### src/rtl/colgen_pkg.sv
package colgen_pkg;

    localparam int COL_W   = 9;
    localparam int LG_W    = 4;
    localparam int FULL_LG = COL_W;

    typedef logic [COL_W-1:0] col_t;
    typedef logic [LG_W-1:0]  lg_t;

    typedef enum logic {
        ORD_SEQ = 1'b0,
        ORD_ILV = 1'b1
    } order_e;

    typedef struct packed {
        lg_t    lg;      // log2 of the beat count
        logic   full;    // full-page, runs until terminated
        order_e order;
        logic   bad;     // reserved length code
    } burst_cfg_t;

    // ones in the low lg bits: the wrap window of a burst
    function automatic col_t lg_mask(lg_t lg);
        col_t m;
        m = '0;
        for (int b = 0; b < COL_W; b++) begin
            if (b < int'(lg)) m[b] = 1'b1;
        end
        return m;
    endfunction

    function automatic burst_cfg_t decode_cfg(logic [2:0] code, logic ilv_sel,
                                              logic wr, logic one_wr);
        burst_cfg_t c;
        c.full  = 1'b0;
        c.bad   = 1'b0;
        c.order = ORD_SEQ;
        case (code)
            3'b000:  c.lg = lg_t'(0);
            3'b001:  c.lg = lg_t'(1);
            3'b010:  c.lg = lg_t'(2);
            3'b011:  c.lg = lg_t'(3);
            3'b111: begin
                c.lg   = lg_t'(FULL_LG);
                c.full = 1'b1;
            end
            default: begin
                c.lg  = lg_t'(0);
                c.bad = 1'b1;
            end
        endcase
        if (wr && one_wr) begin
            c.lg   = lg_t'(0);
            c.full = 1'b0;
        end
        if (ilv_sel && (c.lg == lg_t'(2) || c.lg == lg_t'(3))) c.order = ORD_ILV;
        return c;
    endfunction

endpackage

### src/rtl/colgen_mode_dec.sv
module colgen_mode_dec
    import colgen_pkg::*;
(
    input  logic [2:0]  bl_code,
    input  logic        btype,
    input  logic        is_write,
    input  logic        single_wr,
    output burst_cfg_t  cfg
);

    always_comb begin
        cfg = decode_cfg(bl_code, btype, is_write, single_wr);
    end

endmodule

### src/rtl/colgen_beat_ctl.sv
module colgen_beat_ctl
    import colgen_pkg::*;
(
    input  logic        clk,
    input  logic        rst,
    input  logic        cke,
    input  logic        start,
    input  logic        stop,
    input  col_t        start_col,
    input  burst_cfg_t  cfg_in,
    output logic        live,
    output col_t        base,
    output col_t        idx,
    output burst_cfg_t  cfg,
    output logic        last_idx,
    output logic        err
);

    always_comb begin
        last_idx = live && !cfg.full && (idx == lg_mask(cfg.lg));
    end

    always_ff @(posedge clk) begin
        if (rst) begin
            live <= 1'b0;
            base <= '0;
            idx  <= '0;
            cfg  <= '0;
            err  <= 1'b0;
        end else if (cke) begin
            if (start) begin
                live <= 1'b1;
                base <= start_col;
                idx  <= '0;
                cfg  <= cfg_in;
                err  <= cfg_in.bad;
            end else if (live) begin
                if (stop || last_idx) begin
                    live <= 1'b0;
                end else begin
                    idx <= idx + col_t'(1);
                end
            end
        end
    end

endmodule

### src/rtl/colgen_addr_map.sv
module colgen_addr_map
    import colgen_pkg::*;
(
    input  col_t    base,
    input  col_t    idx,
    input  lg_t     lg,
    input  order_e  order,
    output col_t    col
);

    col_t win;
    col_t sum;

    assign win = lg_mask(lg);
    assign sum = base + idx;

    for (genvar b = 0; b < COL_W; b++) begin : g_bit
        assign col[b] = win[b] ? ((order == ORD_ILV) ? (base[b] ^ idx[b]) : sum[b])
                               : base[b];
    end

endmodule

### src/rtl/sdram_burst_colgen.sv
module sdram_burst_colgen
    import colgen_pkg::*;
(
    input  logic        clk,
    input  logic        rst,
    input  logic        cke,
    input  logic        start,
    input  logic        is_write,
    input  logic [8:0]  start_col,
    input  logic        stop,
    input  logic [2:0]  bl_code,
    input  logic        btype,
    input  logic        single_wr,
    output logic [8:0]  beat_col,
    output logic        beat_vld,
    output logic        last_beat,
    output logic        mode_err
);

    burst_cfg_t cfg_new;
    burst_cfg_t cfg_cur;
    logic       live;
    logic       last_idx;
    col_t       base;
    col_t       idx;

    colgen_mode_dec i_dec (
        .bl_code   (bl_code),
        .btype     (btype),
        .is_write  (is_write),
        .single_wr (single_wr),
        .cfg       (cfg_new)
    );

    colgen_beat_ctl i_ctl (
        .clk       (clk),
        .rst       (rst),
        .cke       (cke),
        .start     (start),
        .stop      (stop),
        .start_col (start_col),
        .cfg_in    (cfg_new),
        .live      (live),
        .base      (base),
        .idx       (idx),
        .cfg       (cfg_cur),
        .last_idx  (last_idx),
        .err       (mode_err)
    );

    colgen_addr_map i_map (
        .base  (base),
        .idx   (idx),
        .lg    (cfg_cur.lg),
        .order (cfg_cur.order),
        .col   (beat_col)
    );

    assign beat_vld  = live && cke;
    assign last_beat = last_idx && cke;

endmodule

### config.mk
export PLATFORM = sky130hd
export DESIGN_NAME = sdram_burst_colgen
export DESIGN_NICKNAME = d
export VERILOG_FILES = /design/src/rtl/colgen_pkg.sv /design/src/rtl/colgen_mode_dec.sv /design/src/rtl/colgen_beat_ctl.sv /design/src/rtl/colgen_addr_map.sv /design/src/rtl/sdram_burst_colgen.sv
export SDC_FILE = /design/constraint.sdc
export NUM_CORES = 1
export LEC_CHECK = 0
export CAP_MARGIN = 0
export CORE_ASPECT_RATIO = 0.6
export CORE_MARGIN = 1
export CORE_UTILIZATION = 60
export DETAILED_ROUTE_END_ITERATION = 8
export DONT_BUFFER_PORTS = 1
export PLACE_DENSITY = 0.76
export SETUP_SLACK_MARGIN = 0.5
export SLEW_MARGIN = 10
export SYNTH_ARGS = -nofsm -noshare
export SYNTH_HDL_FRONTEND = slang
export SYNTH_HIERARCHICAL = 1
export SYNTH_SLANG_ARGS = --single-unit
### constraint.sdc
create_clock -name clk -period 5.3 [get_ports clk]
set_clock_uncertainty 0.15 [all_clocks]
set_input_delay 0 -clock clk [delete_from_list [all_inputs] [get_ports clk]]
set_output_delay 0 -clock clk [all_outputs]
set_load 0.01 [all_outputs]
==> results of run 1 <==
## metrics by stage
stage | std cells | hold slack [ns] | util [%] | instance area (um2) | power (uW)
final | 306 | 0.00309 | 73.5 | 2180 | 439
after global routing | 306 | 0.00993 | 73.5 | 2180 | 459
after CTS | 306 | 0.00386 | 73.5 | 2180 | 439
after detailed placement | 283 | -0.0761 | 64.7 | 1920 | 261
after global placement | 283 | -0.0781 | 64.7 | 1920 | 260
after floorplan | 254 | -0.0140 | - | 1920 | 254
## path summary, 6_finish.rpt
check	startpoint	endpoint	depth (start not counted)
worst max-delay path	i_ctl/cfg[6]	i_ctl/idx[7]	6
worst min-delay path	cke	beat_vld	1
worst max register to register	i_ctl/cfg[6]	i_ctl/idx[7]	6
worst min register to register	i_ctl/cfg[2]	i_ctl/cfg[2]	2
## power by group
part | total [uW] | internal, uW | leakage, uW | switching (uW)
logic | 63.2 | 28.4 | 0.000613 | 34.7
registers | 209 | 200 | 0.000211 | 8.17
clock network | 167 | 101 | 0.0000357 | 65.7
## final cells by class
type	instances	area, um2
multi-input cells	212	1340
repair buffers	19	190
clock buffers	3	41.3
fillers	246	785
inverters	3	11.3
well taps	42	52.6
flip-flops and latches	26	520
clock inverters	1	30.0
## sequential cells by signal, summed over array words and instances, names as in the netlist
signal,count
i_ctl/base,9
i_ctl/idx,9
i_ctl/cfg,6
i_ctl/err,1
i_ctl/live,1
## layer usage
metal | wire (um) | GRT usage, % | up-vias
met4 | 4 | 3.02 | 0
met2 | 2220 | 48.1 | 90
met1 | 2370 | 46.6 | 866
met5 | 0 | 0 | -
li1 | - | - | 950
met3 | 370 | 5.97 | 2
==> results.toml, run 1 <==
[clocking]
post-cts-setup-buffers = 0
clockRootBuffer = "clkbuf_8"
cts_resized = 0
numCtsBuffers = 3
clock_latency_ns = 0.27
clk_pin_slew_ns = 0.09
postCtsHoldBufs = 19
cts_sinks = 26
htreeDepth = 1
cts_buffer_depth = 2
cts_tree = "built"

[setup_path]
cp.required_ns = 5.32
arrival_ns = 2.63
crit_path_end_kind = "flip-flop"
max_stage_delay_ns = 0.81
crit_path_top_delay_cell = "dfxtp_1"
critPathTopFamily = "compound AO/OA/AOI/OAI gates"
worstPathMaxFanout = 24
path_class = "reg -> reg"
start_kind = "flip-flop"
rrSetupSlack_ns = 2.69
crit_chain = "nor4bb_1 > a21o_1 > a311oi_1 > a311o_1 > o211ai_4 > o41ai_1"
worst-path-buf-inv = 0

[route]
drt_iter0_drc = 178
detail_route.wl_per_cell_um = 16.2
dr.pass1.iters = 5
final_antenna_net_count = 0
avgViaCountPerCell = 6.24
drc_errors = 0
drt_wl_total_mm = 4.97
vias = 1908

[final_layout]
layout_commonest_cell = "nand2_1"
final_cell_mix = "nand2_1 (46), a21oi_1 (27), dfxtp_1 (26)"
syn_to_final_growth_pct = 13.3
antenna_cells = 0
drive_gt1_share_pct = 7.20
final_nets = 295

[sta]
period_minus_slack_ns = 2.61
max-slew-margin-rel_pct = 44.9
rsz0062_at_grt = "no"
finalCritPeriodShare_pct = 49.2
tightest_slew_ns = 0.820
setup_viol = 0
report.final.slew_viol_count = 0
timing.final.ws_setup_ns = 2.69
fin_tns_setup_ns = 0
fmax_mhz = 383
finalHoldViolations = 0

[floorplanning]
initial_core_util_pct = 64.9
io_pins = 32
die_h_um = 45.9
die-area_um2 = 3440
rows = 15
core_um2 = 2970
die_w_um = 75.1

[grt]
grt_pass1_wl_mm = 7.96
grt_usage_pct = 31.2
antenna_found_initial = 0
grt_overflow = 0
grt_max_degree = 25
grt_pass1_vias = 1644

[synthesis]
syn_area_per_cell_um2 = 7.58
synth_area_um2 = 1920
syn_inst = 254
syn_nets = 284
ys.warnings.count = 6

[min_path]
hp-class = "in -> out"

[run_status]
status = "finished clean"

[power_and_ir_drop]
vdd_drop_max_uv = 149
power.density_nw_per_um2 = 201
p_leak_uw = 0.000860

[placement]
gp_congestion = 0.947
hpwl_mm = 3.30
port_buffers = 0
place_ws_ns = 2.78

[flow_run]
cap_violations = 0
(Power assumes the default switching activity.)
==> inputs of run 2 (changes only) <==
ABC_AREA = 1   (was not set)
CORE_UTILIZATION = 57   (was 60)
PLACE_DENSITY = 0.75   (was 0.76)
clock period = 2.2 ns   (was 5.3 ns; I/O delays follow)
==> results.toml, run 2 <==
[grt]
grt_overflow = 0
grt_usage_pct = 33.5
grt_pass1_vias = 1958
grt_max_degree = 24
grt_pass1_wl_mm = 9.17
antenna_found_initial = 0

[sta]
max-slew-margin-rel_pct = 53.1
tightest_slew_ns = 0.699
finalHoldViolations = 0
setup_viol = 0
fin_tns_setup_ns = 0
report.final.slew_viol_count = 0
finalCritPeriodShare_pct = 89.9
rsz0062_at_grt = "yes"
period_minus_slack_ns = 1.98
fmax_mhz = 505
whs_ns = 0.0862

[power_and_ir_drop]
power.density_nw_per_um2 = 482
vdd_drop_max_uv = 317
p_leak_uw = 0.00128

[run_status]
status = "finished clean"

[placement]
hpwl_mm = 3.71
post_dp_cell_area_um2 = 2000
port_buffers = 0
gp_congestion = 0.898

[floorplanning]
io_pins = 32
die_w_um = 77.8
die_h_um = 47.5
core_um2 = 3260
rows = 16
initial_core_util_pct = 60.2
die-area_um2 = 3690

[route]
drt_wl_total_mm = 6.83
detail_route.wl_per_cell_um = 16.3
avgViaCountPerCell = 5.82
vias = 2445
dr.pass1.iters = 7
drt_iter0_drc = 292
drc_errors = 0
final_antenna_net_count = 0

[setup_path]
worstPathMaxFanout = 7
crit_start = "i_ctl/idx[0]"
r2r-start = "i_ctl/idx[0]"
cp.required_ns = 2.27
arrival_ns = 2.05
path_class = "reg -> reg"
r2r-end = "i_ctl/idx[5]"
critPathCapture = "i_ctl/idx[5]"
start_kind = "flip-flop"
r2r_cells = 14
rrSetupSlack_ns = 0.22
crit_path_end_kind = "flip-flop"

[clocking]
clk_pin_slew_ns = 0.11
cts_tree = "built"
cts_sinks = 26
clockRootBuffer = "clkbuf_8"
clock_latency_ns = 0.29
cts_buffer_depth = 2
numCtsBuffers = 3
htreeDepth = 1

[final_layout]
stdcell_area_um2 = 2880
fill_cells = 177
layout_commonest_cell = "nand2_1"
final_nets = 406
seqCellArea_um2 = 564
antenna_cells = 0
drive_gt1_share_pct = 30.1
syn_to_final_growth_pct = 46.8
largestRegisters = "i_ctl/base: 9 flops, i_ctl/idx: 9 flops, i_ctl/cfg: 6 flops"
final_cell_mix = "nand2_1 (79), nor2_1 (49), inv_1 (31)"
multi_input_area_um2 = 1620

[synthesis]
syn_nets = 363
syn_area_per_cell_um2 = 5.90
syn_inst = 333
ys.warnings.count = 6
synth_area_um2 = 1960

[min_path]
whs_path_depth = 3
hp-class = "in -> reg"

[flow_run]
cap_violations = 0
## run 2: how the worst min path moves through the flow
stage / from / end / slack [ns]
4_1_cts: cke / i_ctl/idx[0] / 0.009
2_1_floorplan: rst / i_ctl/idx[1] / -0.08
3_5_place_dp: rst / i_ctl/idx[1] / -0.08
6_report: rst / i_ctl/live / 0.09
5_1_grt: rst / i_ctl/live / 0.12
3_3_place_gp: rst / i_ctl/idx[8] / -0.08
## run 2: metal layers
layer / GRT usage, % / share of wire, % / wire (um) / vias to the layer above
met4: 9.43 / 2.8 / 193 / 0
li1: - / - / - / 1148
met1: 43.9 / 42 / 2840 / 1116
met2: 56.3 / 44 / 3030 / 154
met5: 0 / 0 / 0 / -
met3: 8.95 / 11 / 765 / 27
## run 2: worst max-delay path: stages (launching register included)
cell     delay (ns)
dfxtp_4        0.37
buf_4          0.13
buf_6          0.10
buf_6          0.12
inv_4          0.05
nand3_2        0.07
nand2_2        0.07
nand2_2        0.06
nor2_2         0.09
nand3_2        0.13
nand2_4        0.19
nand2_8        0.10
nand2_2        0.07
nand2_1        0.05
nor2_1         0.13
## run 2: per-stage QoR
| step | power [uW] | std cells | setup slack [ns] | utilization (%) |
|---|---|---|---|---|
| 6_report | 1390 | 420 | 0.221 | 88.4 |
| 5_1_grt | 1430 | 420 | 0.140 | 88.4 |
| 4_1_cts | 1320 | 415 | 0.276 | 83.0 |
| 3_5_place_dp | 797 | 372 | 0.236 | 61.2 |
| 3_3_place_gp | 793 | 372 | 0.301 | 61.2 |
| 2_1_floorplan | 747 | 333 | 0.521 | - |
## run 2: timing repair
action	CTS	global route
setup endpoints to repair	19	33
hold buffers	25	0
setup buffers	13	5
gates cloned	1	0
hold endpoints to repair	27	0
pin swaps	25	25
resized for setup	71	35
## run 2: layout make-up
class | instances | area share (%)
Timing Repair Buffer | 45 | 14.5
Inverter | 39 | 5.25
Clock inverter | 1 | 1.04
Multi-Input combinational cell | 261 | 56.2
Clock buffer | 3 | 1.43
Sequential cell | 26 | 19.6
Tap cell | 45 | 1.95
## run 2: power breakdown
part           internal (uW)  total (uW)  switching [uW]
combinational            175         425             250
sequential               496         539            42.8
clock                    244         427             183
total                    915        1390             476
